$ cat config.mk
export PLATFORM = sky130hd
export DESIGN_NAME = rxaf_filter
export DESIGN_NICKNAME = d
export VERILOG_FILES = /design/src/rtl/rxaf_pkg.sv /design/src/rtl/rxaf_crc_step.sv /design/src/rtl/rxaf_addr_track.sv /design/src/rtl/rxaf_verdict.sv /design/src/rtl/rxaf_filter.sv
export SDC_FILE = /design/constraint.sdc
export NUM_CORES = 1
export LEC_CHECK = 0
export ABC_AREA = 0
export CORE_MARGIN = 2
export CORE_UTILIZATION = 51
export CTS_CLUSTER_DIAMETER = 30
export DETAILED_ROUTE_END_ITERATION = 16
export GPL_ROUTABILITY_DRIVEN = 1
export PLACE_DENSITY = 0.87
export REMOVE_ABC_BUFFERS = 1
export SETUP_SLACK_MARGIN = 0.02
export SLEW_MARGIN = 0
export SYNTH_ARGS = -nofsm -noshare
export SYNTH_HDL_FRONTEND = slang
export SYNTH_SLANG_ARGS = --single-unit
$ cat constraint.sdc
create_clock -name clk -period 7.7 [get_ports clk]
set_input_delay 2.31 -clock clk [delete_from_list [all_inputs] [get_ports clk]]
set_output_delay 2.31 -clock clk [all_outputs]
set_load 0.005 [all_outputs]
$ cat src/rtl/rxaf_pkg.sv
package rxaf_pkg;

   typedef enum logic [1:0] {
      CLS_UNICAST = 2'd0,
      CLS_MULTI   = 2'd1,
      CLS_BCAST   = 2'd2
   } addr_class_e;

   typedef struct packed {
      logic valid;
      logic accept;
      logic group;
   } verdict_t;

endpackage

$ cat src/rtl/rxaf_crc_step.sv
// One byte of a left-shifting CRC, data bits consumed LSB first.
module rxaf_crc_step #(
   parameter int                 CRC_W  = 32,
   parameter int                 DATA_W = 8,
   parameter logic [CRC_W-1:0]   POLY   = 32'h04C11DB7
) (
   input  logic [CRC_W-1:0]  crc_in,
   input  logic [DATA_W-1:0] din,
   output logic [CRC_W-1:0]  crc_out
);

   always_comb begin
      logic [CRC_W-1:0] c;
      logic             fb;
      c = crc_in;
      for (int b = 0; b < DATA_W; b++) begin
         fb = c[CRC_W-1] ^ din[b];
         c  = {c[CRC_W-2:0], 1'b0};
         if (fb) c = c ^ POLY;
      end
      crc_out = c;
   end

endmodule

$ cat src/rtl/rxaf_addr_track.sv
// Counts address bytes and accumulates hash, broadcast and station-match state.
module rxaf_addr_track #(
   parameter int               BYTE_W     = 8,
   parameter int               ADDR_BYTES = 6,
   parameter int               CRC_W      = 32,
   parameter logic [CRC_W-1:0] POLY       = 32'h04C11DB7,
   localparam int              ADDR_W     = BYTE_W * ADDR_BYTES
) (
   input  logic              clk,
   input  logic              rst_n,
   input  logic              sof,
   input  logic              byte_vld,
   input  logic [BYTE_W-1:0] byte_data,
   input  logic [ADDR_W-1:0] station_addr,
   output logic              sof_take,
   output logic              take_last,
   output logic [CRC_W-1:0]  crc_fin,
   output logic              is_bcast,
   output logic              is_match,
   output logic              is_group
);

   localparam int CNT_W = $clog2(ADDR_BYTES + 1);

   logic [CNT_W-1:0] cnt_q;
   logic [CRC_W-1:0] crc_q;
   logic             bc_q, uc_q, grp_q;

   logic [CNT_W-1:0] pos;
   logic             take;
   logic [CRC_W-1:0] crc_base;
   logic             bc_base, uc_base;
   logic             byte_eq;

   assign sof_take  = byte_vld & sof;
   assign pos       = sof ? '0 : cnt_q;
   assign take      = byte_vld & (sof | (cnt_q < CNT_W'(ADDR_BYTES)));
   assign take_last = take & (pos == CNT_W'(ADDR_BYTES - 1));

   assign crc_base = sof ? '1   : crc_q;
   assign bc_base  = sof ? 1'b1 : bc_q;
   assign uc_base  = sof ? 1'b1 : uc_q;

   always_comb begin
      byte_eq = 1'b0;
      for (int g = 0; g < ADDR_BYTES; g++) begin
         if (pos == CNT_W'(g))
            byte_eq = (byte_data == station_addr[g*BYTE_W +: BYTE_W]);
      end
   end

   rxaf_crc_step #(
      .CRC_W  (CRC_W),
      .DATA_W (BYTE_W),
      .POLY   (POLY)
   ) u_crc (
      .crc_in  (crc_base),
      .din     (byte_data),
      .crc_out (crc_fin)
   );

   assign is_bcast = bc_base & (&byte_data);
   assign is_match = uc_base & byte_eq;
   assign is_group = sof ? byte_data[0] : grp_q;

   always_ff @(posedge clk or negedge rst_n) begin
      if (!rst_n) begin
         cnt_q <= CNT_W'(ADDR_BYTES);
         crc_q <= '1;
         bc_q  <= 1'b0;
         uc_q  <= 1'b0;
         grp_q <= 1'b0;
      end else if (take) begin
         cnt_q <= pos + 1'b1;
         crc_q <= crc_fin;
         bc_q  <= is_bcast;
         uc_q  <= is_match;
         grp_q <= is_group;
      end
   end

endmodule

$ cat src/rtl/rxaf_verdict.sv
// Classifies the finished address and registers the held verdict.
module rxaf_verdict #(
   parameter int  CRC_W      = 32,
   parameter int  HASH_BITS  = 6,
   parameter bit  HASH_TOP   = 1'b1,
   localparam int TABLE_BITS = 1 << HASH_BITS
) (
   input  logic                  clk,
   input  logic                  rst_n,
   input  logic                  sof_take,
   input  logic                  take_last,
   input  logic [CRC_W-1:0]      crc_fin,
   input  logic                  is_bcast,
   input  logic                  is_match,
   input  logic                  is_group,
   input  logic                  cfg_promisc,
   input  logic                  cfg_bcast_en,
   input  logic                  cfg_mcast_en,
   input  logic [TABLE_BITS-1:0] hash_table,
   output logic                  dec_valid,
   output logic                  dec_accept,
   output logic                  dec_group
);

   import rxaf_pkg::*;

   logic [HASH_BITS-1:0] hash_idx;
   addr_class_e          cls;
   logic                 keep;
   verdict_t             v_q;

   generate
      if (HASH_TOP) begin : g_hash_top
         assign hash_idx = crc_fin[CRC_W-1 -: HASH_BITS];
      end else begin : g_hash_low
         assign hash_idx = crc_fin[HASH_BITS-1:0];
      end
   endgenerate

   always_comb begin
      if (is_bcast)      cls = CLS_BCAST;
      else if (is_group) cls = CLS_MULTI;
      else               cls = CLS_UNICAST;
   end

   always_comb begin
      unique case (cls)
         CLS_BCAST: keep = cfg_bcast_en;
         CLS_MULTI: keep = cfg_mcast_en & hash_table[hash_idx];
         default:   keep = is_match;
      endcase
      if (cfg_promisc) keep = 1'b1;
   end

   always_ff @(posedge clk or negedge rst_n) begin
      if (!rst_n) begin
         v_q <= '0;
      end else if (take_last) begin
         v_q.valid  <= 1'b1;
         v_q.accept <= keep;
         v_q.group  <= is_group;
      end else if (sof_take) begin
         v_q <= '0;
      end
   end

   assign dec_valid  = v_q.valid;
   assign dec_accept = v_q.accept;
   assign dec_group  = v_q.group;

endmodule

$ cat src/rtl/rxaf_filter.sv
module rxaf_filter #(
   parameter int                 BYTE_W     = 8,
   parameter int                 ADDR_BYTES = 6,
   parameter int                 CRC_W      = 32,
   parameter logic [CRC_W-1:0]   CRC_POLY   = 32'h04C11DB7,
   parameter int                 HASH_BITS  = 6,
   parameter bit                 HASH_TOP   = 1'b1,
   localparam int                ADDR_W     = BYTE_W * ADDR_BYTES,
   localparam int                TABLE_BITS = 1 << HASH_BITS
) (
   input  logic                  clk,
   input  logic                  rst_n,
   input  logic                  sof,
   input  logic                  byte_vld,
   input  logic [BYTE_W-1:0]     byte_data,
   input  logic                  cfg_promisc,
   input  logic                  cfg_bcast_en,
   input  logic                  cfg_mcast_en,
   input  logic [ADDR_W-1:0]     station_addr,
   input  logic [TABLE_BITS-1:0] hash_table,
   output logic                  dec_valid,
   output logic                  dec_accept,
   output logic                  dec_group
);

   generate
      if (ADDR_BYTES < 1) begin : g_bad_bytes
         $error("rxaf_filter: ADDR_BYTES must be at least 1");
      end
      if (HASH_BITS < 1 || HASH_BITS > CRC_W || HASH_BITS > 12) begin : g_bad_hash
         $error("rxaf_filter: HASH_BITS out of range");
      end
      if (CRC_POLY[0] != 1'b1) begin : g_bad_poly
         $error("rxaf_filter: CRC_POLY must have its constant term set");
      end
   endgenerate

   logic             sof_take, take_last;
   logic [CRC_W-1:0] crc_fin;
   logic             is_bcast, is_match, is_group;

   rxaf_addr_track #(
      .BYTE_W     (BYTE_W),
      .ADDR_BYTES (ADDR_BYTES),
      .CRC_W      (CRC_W),
      .POLY       (CRC_POLY)
   ) u_track (
      .clk          (clk),
      .rst_n        (rst_n),
      .sof          (sof),
      .byte_vld     (byte_vld),
      .byte_data    (byte_data),
      .station_addr (station_addr),
      .sof_take     (sof_take),
      .take_last    (take_last),
      .crc_fin      (crc_fin),
      .is_bcast     (is_bcast),
      .is_match     (is_match),
      .is_group     (is_group)
   );

   rxaf_verdict #(
      .CRC_W     (CRC_W),
      .HASH_BITS (HASH_BITS),
      .HASH_TOP  (HASH_TOP)
   ) u_verdict (
      .clk          (clk),
      .rst_n        (rst_n),
      .sof_take     (sof_take),
      .take_last    (take_last),
      .crc_fin      (crc_fin),
      .is_bcast     (is_bcast),
      .is_match     (is_match),
      .is_group     (is_group),
      .cfg_promisc  (cfg_promisc),
      .cfg_bcast_en (cfg_bcast_en),
      .cfg_mcast_en (cfg_mcast_en),
      .hash_table   (hash_table),
      .dec_valid    (dec_valid),
      .dec_accept   (dec_accept),
      .dec_group    (dec_group)
   );

endmodule

# [Yosys cells after proc, flatten, opt, wreduce, memory -nomap -nowiden]
# Index checks and enable logic that the tools add are counted.
[word_totals] regBits=41 latch_bits=0 mem_bits_rw=0 romBits=0 word_cells=77 n_memories=0
[op_classes] add_sub_neg=1 mul=0 n_div=0 magnitude_cmp=2 eq_ne=13 n_shift=0 n_mux=27 bitwise_logic=23 reduce_logical=3
[op_table] cell="2-to-1 mux 27 bit" count=8
[op_table] cell="NOT 14 bit" count=8
[op_table] cell="equality test 8 bit" count=6
[op_table] cell="2-to-1 mux 32 bit" count=1
[op_table] cell="2-to-1 mux 1 bit" count=12
[op_table] cell="2-to-1 mux 3 bit" count=3
[op_table] cell="AND reduction 8 bit" count=1
[op_table] cell="bitwise XOR 1 bit" count=8
[op_table] cell="< comparator 6 x 7 -> 1 bit (second input constant)" count=1
[op_table] cell="bitwise AND 1 bit" count=6
[op_table] cell="binary-select mux 1 bit (select 6 bit)" count=1
[op_table] cell="equality test 3 x 2 -> 1 bit (second input constant)" count=2
[op_table] cell="equality test 3 bit (second input constant)" count=2
[op_table] cell="adder 3 x 1 -> 3 bit (second input constant)" count=1
[op_table] cell="equality test 3 x 1 -> 1 bit (second input constant)" count=1
[op_table] cell="logical NOT 3 bit" count=1
[op_table] cell="< comparator 3 bit (second input constant)" count=1
[op_table] cell="equality test 2 x 1 -> 1 bit (second input constant)" count=1
[op_table] cell="equality test 2 bit (second input constant)" count=1
[op_table] cell="2-to-1 mux 2 bit" count=1
[op_table] cell="case mux 1 bit (2 select lines)" count=1
[op_table] cell="nonzero test 2 bit" count=1
[op_table] cell="OR 1 bit" count=1

# [Depth between registers and ports, before layout]
[depth] word_depth=23 ltp_mapped=15 depth_no_buf=11

# [Modules after synthesis]
# Synthesis repeated with hierarchy kept, for this count alone.
[hier_totals] hier_cells=358 area_unflattened_um2=4207.8
[modules_own_cells] module="rxaf_addr_track" n_inst=1 cells_per_inst=222 area_each_um2=2461.1 seq_area_each_um2=993.5
[modules_own_cells] module="rxaf_crc_step" n_inst=1 cells_per_inst=63 area_each_um2=989.7 seq_area_each_um2=0.0
[modules_own_cells] module="rxaf_verdict" n_inst=1 cells_per_inst=73 area_each_um2=757.0 seq_area_each_um2=75.1

# [Least setup slack after synthesis]
# Ideal clock, no wire load.
[synth_timing] kind="input-to-reg" from="in sof" to="reg u_verdict.v_q, in the netlist u_verdict.dec_accept" arrival_ns=4.925 setup_slack_ns=2.679 cell_stages=15 cell_sequence="buf_4 -> buf_2 -> buf_1 -> clkbuf_1 -> nand2b_1 -> inv_1 -> ha_1 -> nor3b_1 -> nand3_1 -> a21o_1 -> a211o_1 -> a21oi_1 -> o211ai_1 -> a31o_2 -> o31ai_1"
[synth_between] elab_chain_cells=18 word_cells_on_any_way=58
[synth_lines] item="start: declaration" line_no="rxaf_filter.sv:13" source="input logic sof,"
[synth_lines] item="2-to-1 mux 32 bit" line_no="rxaf_addr_track.sv:40" source="assign crc_base = sof ? '1 : crc_q;"
[synth_lines] item="2-to-1 mux 27 bit (3 in a row)" line_no="rxaf_crc_step.sv:19" source="if (fb) c = c ^ POLY;"
[synth_lines] item="NOT 14 bit (no source line)"
[synth_lines] item="2-to-1 mux 27 bit" line_no="rxaf_crc_step.sv:19"
[synth_lines] item="NOT 14 bit (no source line)"
[synth_lines] item="2-to-1 mux 27 bit (3 in a row)" line_no="rxaf_crc_step.sv:19"
[synth_lines] item="NOT 14 bit (no source line)"
[synth_lines] item="2-to-1 mux 27 bit" line_no="rxaf_crc_step.sv:19"
[synth_lines] item="binary-select mux 1 bit (select 6 bit)" line_no="rxaf_verdict.sv:49" source="CLS_MULTI: keep = cfg_mcast_en & hash_table[hash_idx];"
[synth_lines] item="2-to-1 mux 1 bit (implied by the code)" line_no="rxaf_verdict.sv:49"
[synth_lines] item="bitwise AND 1 bit" line_no="rxaf_verdict.sv:49"
[synth_lines] item="case mux 1 bit (2 select lines)" line_no="rxaf_verdict.sv:47" source="unique case (cls)"
[synth_lines] item="2-to-1 mux 1 bit" line_no="rxaf_verdict.sv:52" source="if (cfg_promisc) keep = 1'b1;"
[synth_lines] item="2-to-1 mux 3 bit" line_no="rxaf_verdict.sv:58" source="end else if (take_last) begin"
[synth_lines] item="end: declaration" line_no="rxaf_verdict.sv:30" source="verdict_t v_q;"
# Parallel ways exist; a longest one is shown, timed or not. The select of a mux whose other input is x is not followed.
# A chain may end at the register's enable or synchronous reset.

# [Final worst setup path]
[layout_timing] from="in byte_data[2]" to="reg u_verdict.v_q, in the netlist u_verdict.dec_accept"
[layout_between] elab_chain_cells=14 word_cells_on_any_way=33
[layout_lines] item="start: declaration" line_no="rxaf_filter.sv:15" source="input logic [BYTE_W-1:0] byte_data,"
[layout_lines] item="bitwise XOR 1 bit" line_no="rxaf_crc_step.sv:17" source="fb = c[CRC_W-1] ^ din[b];"
[layout_lines] item="2-to-1 mux 27 bit" line_no="rxaf_crc_step.sv:19"
[layout_lines] item="NOT 14 bit (no source line)"
[layout_lines] item="2-to-1 mux 27 bit (3 in a row)" line_no="rxaf_crc_step.sv:19"
[layout_lines] item="NOT 14 bit (no source line)"
[layout_lines] item="2-to-1 mux 27 bit" line_no="rxaf_crc_step.sv:19"
[layout_lines] item="binary-select mux 1 bit (select 6 bit)" line_no="rxaf_verdict.sv:49"
[layout_lines] item="2-to-1 mux 1 bit (implied by the code)" line_no="rxaf_verdict.sv:49"
[layout_lines] item="bitwise AND 1 bit" line_no="rxaf_verdict.sv:49"
[layout_lines] item="case mux 1 bit (2 select lines) (*)" line_no="rxaf_verdict.sv:47"
[layout_lines] item="2-to-1 mux 1 bit (*)" line_no="rxaf_verdict.sv:52"
[layout_lines] item="2-to-1 mux 3 bit (*)" line_no="rxaf_verdict.sv:58"
# Mark *: on every way between the ends. The rest lies on a longest branch, timed or not. The select of a mux whose other input is x is not followed.

==> tab_implementation.tex <==
\begin{tabular}{lr}
\hline
Metric & Value \\
\hline
\multicolumn{2}{l}{\textbf{Die}} \\
\quad Starting utilization of the core area & 0.525 \\
\quad Die outline height & 93.2 um \\
\quad Area of the core & 7730 sq um \\
\quad Number of primary I/O pins & 130 \\
\quad Placement Rows & 32 \\
\quad Die ar. & 8680 sq um \\
\quad Width of the die & 93.2 um \\
\multicolumn{2}{l}{\textbf{Layout}} \\
\quad Ant. Diodes & 0 \\
\quad Post-layout net count & 700 \\
\quad Area Overhead vs Synth & 32.4\% \\
\quad Fraction of layout cells with a size suffix above 1 & 0.109 \\
\quad Layout Cell Area excl Fill & 5370 sq um \\
\multicolumn{2}{l}{\textbf{Yosys}} \\
\quad Most area-consuming cells after synthesis & dfstp\_2 (22\%), xnor2\_1 (15\%), xor2\_1 (12\%) \\
\quad Per-instance average area after synthesis & 8.79 sq um \\
\quad Most area-hungry cell type in the Yosys netlist & dfstp\_2 \\
\quad Post-synth top flop & dfstp\_2 \\
\quad Count leader, synth & xnor2\_1 \\
\quad Proportion of synthesized flip-flops having asynchronous set or reset & 1.00 \\
\quad Number of unique standard cell types used by synthesis & 51 \\
\quad Post-synthesis compound-gate area fraction & 0.0824 \\
\quad Number of synthesized flops with an enable pin & 0 \\
\quad YS warnings & 0 \\
\quad Synthesized cell area & 4050 sq um \\
\quad Mux share of post-synthesis cell area & 0.106 \\
\quad Sequential element share of the synthesized area & 0.264 \\
\quad Largest family of logic cells by synthesized area & XOR/XNOR gates \\
\quad Ranking of synthesized cells by instance count & xnor2\_1 (70), nand2\_1 (55), xor2\_1 (55), nor2\_1 (54), dfstp\_2 (34) \\
\quad Adder and majority gate portion of the synthesized area & 0.0154 \\
\quad Post-Synthesis Cells & 461 \\
\quad Xor/xnor share of the synthesized area & 0.308 \\
\quad Simple-gate portion of the synthesized area & 0.167 \\
\quad Top cell type's share of synthesized area & 0.220 \\
\quad Flip-flop and latch count after synthesis & 41 \\
\multicolumn{2}{l}{\textbf{Power and ir drop}} \\
\quad Standby leakage power & 0.00213 uW \\
\quad Worst voltage drop across the vdd grid & 0.223 mV \\
\quad Power per unit of standard cell area & 388 nW/um\^{}2 \\
\multicolumn{2}{l}{\textbf{Clock network}} \\
\quad Total of cells resized after clock tree synthesis & 0 \\
\quad Number of setup buffers added after CTS & 0 \\
\quad Clock network latency to the later pin of the worst-skew pair & 310 ps \\
\quad Clock tree from TritonCTS & yes \\
\quad Clock slew seen by the registers of the worst setup and hold paths & 80 ps \\
\quad Number of CTS-inserted buffers & 5 \\
\quad \# clock sinks & 41 \\
\quad Deepest clock path buffer count & 2 \\
\quad Cts-stage hold buffer count & 0 \\
\quad Root buffer cell & clkbuf\_8 \\
\quad H-tree levels & 2 \\
\multicolumn{2}{l}{\textbf{Timing}} \\
\quad Number of setup violations in the final report & 0 \\
\quad Post-route clock period utilization & 0.721 \\
\quad Setup total negative slack & 0 ps \\
\quad Number of hold violations in the final report & 0 \\
\quad Final Max Slew Viols & 0 \\
\quad RSZ-0062 raised after global routing & no \\
\quad Final worst hold slack & 460 ps \\
\quad Maximum clock rate & 180 MHz \\
\quad Final Skew & 11.8 ps \\
\quad Max-slew headroom & 0.315 \\
\quad Transition at the pin with the smallest max-transition slack & 1020 ps \\
\quad Period minus WS final & 5550 ps \\
\multicolumn{2}{l}{\textbf{Worst setup path}} \\
\quad Endpoint class of the critical path & register \\
\quad Critical path peak fanout & 12 \\
\quad Startpoint types & primary input \\
\quad Startpoint-to-endpoint class of the critical path & primary input to register \\
\quad Critical path data arrival time & 5770 ps \\
\quad Data required time at the worst endpoint & 7910 ps \\
\multicolumn{2}{l}{\textbf{Drt}} \\
\quad Uppermost routed layer & met4 \\
\quad Wire length on met1 & 4510 um \\
\quad Met3 Wirelength & 574 um \\
\quad DRC & 0 \\
\quad Number of search-and-repair iterations in the first detailed-routing pass & 5 \\
\quad Detail-routed net length per standard cell & 16.0 um \\
\quad DRT antenna net count & 0 \\
\quad Initial drt markers & 175 \\
\quad Avg Vias per Cell & 5.39 \\
\quad Post-Route WL & 10800 um \\
\quad Via total after detailed routing & 3620 \\
\quad Length of routed met2 wiring & 5490 um \\
\multicolumn{2}{l}{\textbf{GRT}} \\
\quad Total congestion overflow & 0 \\
\quad Via count of the first global-routing pass & 3626 \\
\quad Maximum number of pins on one net before global-route repair & 67 \\
\quad First-pass GRT wire length & 17500 um \\
\quad Global routing usage summed across all routing layers & 0.253 \\
\quad Initial antenna violation count & 0 \\
\multicolumn{2}{l}{\textbf{Placement}} \\
\quad Final RePlAce weighted congestion & 0.924 \\
\quad Final HPWL DP & 8470 um \\
\quad Post-placement cell area & 5290 sq um \\
\quad Number of port buffers & 129 \\
\multicolumn{2}{l}{\textbf{Outcome}} \\
\quad Outcome & finished, final reports clean \\
\multicolumn{2}{l}{\textbf{Run}} \\
\quad Max Cap Violations & 0 \\
\multicolumn{2}{l}{\textbf{Min path}} \\
\quad Hold WC Path Type & register to register \\
\hline
\end{tabular}
## cells in the final DEF, fill, tap and decap left out, types with 6 or more instances in the layout
master,count
a21oi_1,7
xor2_1,55
nand4_1,7
nor2_1,54
o21ai_0,30
xnor2_1,70
mux2i_1,30
dfstp_2,34
dfrtp_1,7
nor4_1,10
nand3_1,6
nand2_1,55
clkdlybuf4s50_1,128
## state kept, by name (all words and copies together) (netlist names)
name,flops
u_verdict.dec_group,1
u_track.crc_q,32
u_track.bc_q,1
u_track.uc_q,1
u_track.cnt_q,3
u_verdict.dec_valid,1
u_track.grp_q,1
u_verdict.dec_accept,1
## kinds of logic (layout without fill, tap and decap cells)
group,Yosys count,in the layout
and+or+nand+nor,153,153
adders and majority gates,5,5
xor gates and xnor gates,133,133
AOI/OAI and AO/OA,55,55
DFF,41,41
muxes,38,38
buffers and inverters,36,144
## path summary, 6_finish.rpt
check	cells after the start	from	end	slack, ps
setup / recovery	9	byte_data[2]	u_verdict.dec_accept	2150
hold / removal	2	u_track.crc_q[3]	u_track.crc_q[3]	460
setup reg to reg	10	u_track.crc_q[18]	u_verdict.dec_accept	4410
hold reg to reg	2	u_track.crc_q[3]	u_track.crc_q[3]	460
max in group asynchronous	1	rst_n	u_verdict.dec_accept	5000
min in group asynchronous	1	rst_n	u_track.cnt_q[0]	2150
## through the flow
step	std cells	setup slack, ps	power, uW	util
floorplan	429	2410	1580	-
global placement	663	1950	1870	0.684
detailed placement	663	1840	1930	0.684
CTS	671	2170	2080	0.695
global route	671	1870	2240	0.695
finish	671	2150	2080	0.695
## critical path, stage by stage
cell and delay (ps):
clkdlybuf4s50_1 920, xnor2_1 200, xnor2_1 550, xor2_1 780
nor2_1 90, o311a_2 400, o21ai_1 150, o2111ai_1 120
o31ai_1 240
## area by class of cell
class                   count  area (sq um)
repair buffers            132          1310
clock inverters             2          10.0
multi-input cells         384          2770
clock buffers               6          72.6
well taps                 102           128
fillers                   590          2360
inverters                   4          15.0
flip-flops and latches     41          1070
## report_power, final
part	switching, uW	internal [uW]	total, uW
Combinational	768	716	1480
Clock	78.4	62.9	141
Sequential	80.7	376	456
Total	927	1150	2080
## routing by layer
layer  GRT usage  vias to the layer above
met1       0.327                     1734
li1            -                     1752
met4      0.0576                        0
met2       0.445                      116
met3      0.0427                       18
met5           0                        -
No activity file was read; power rests on OpenSTA's default activity.
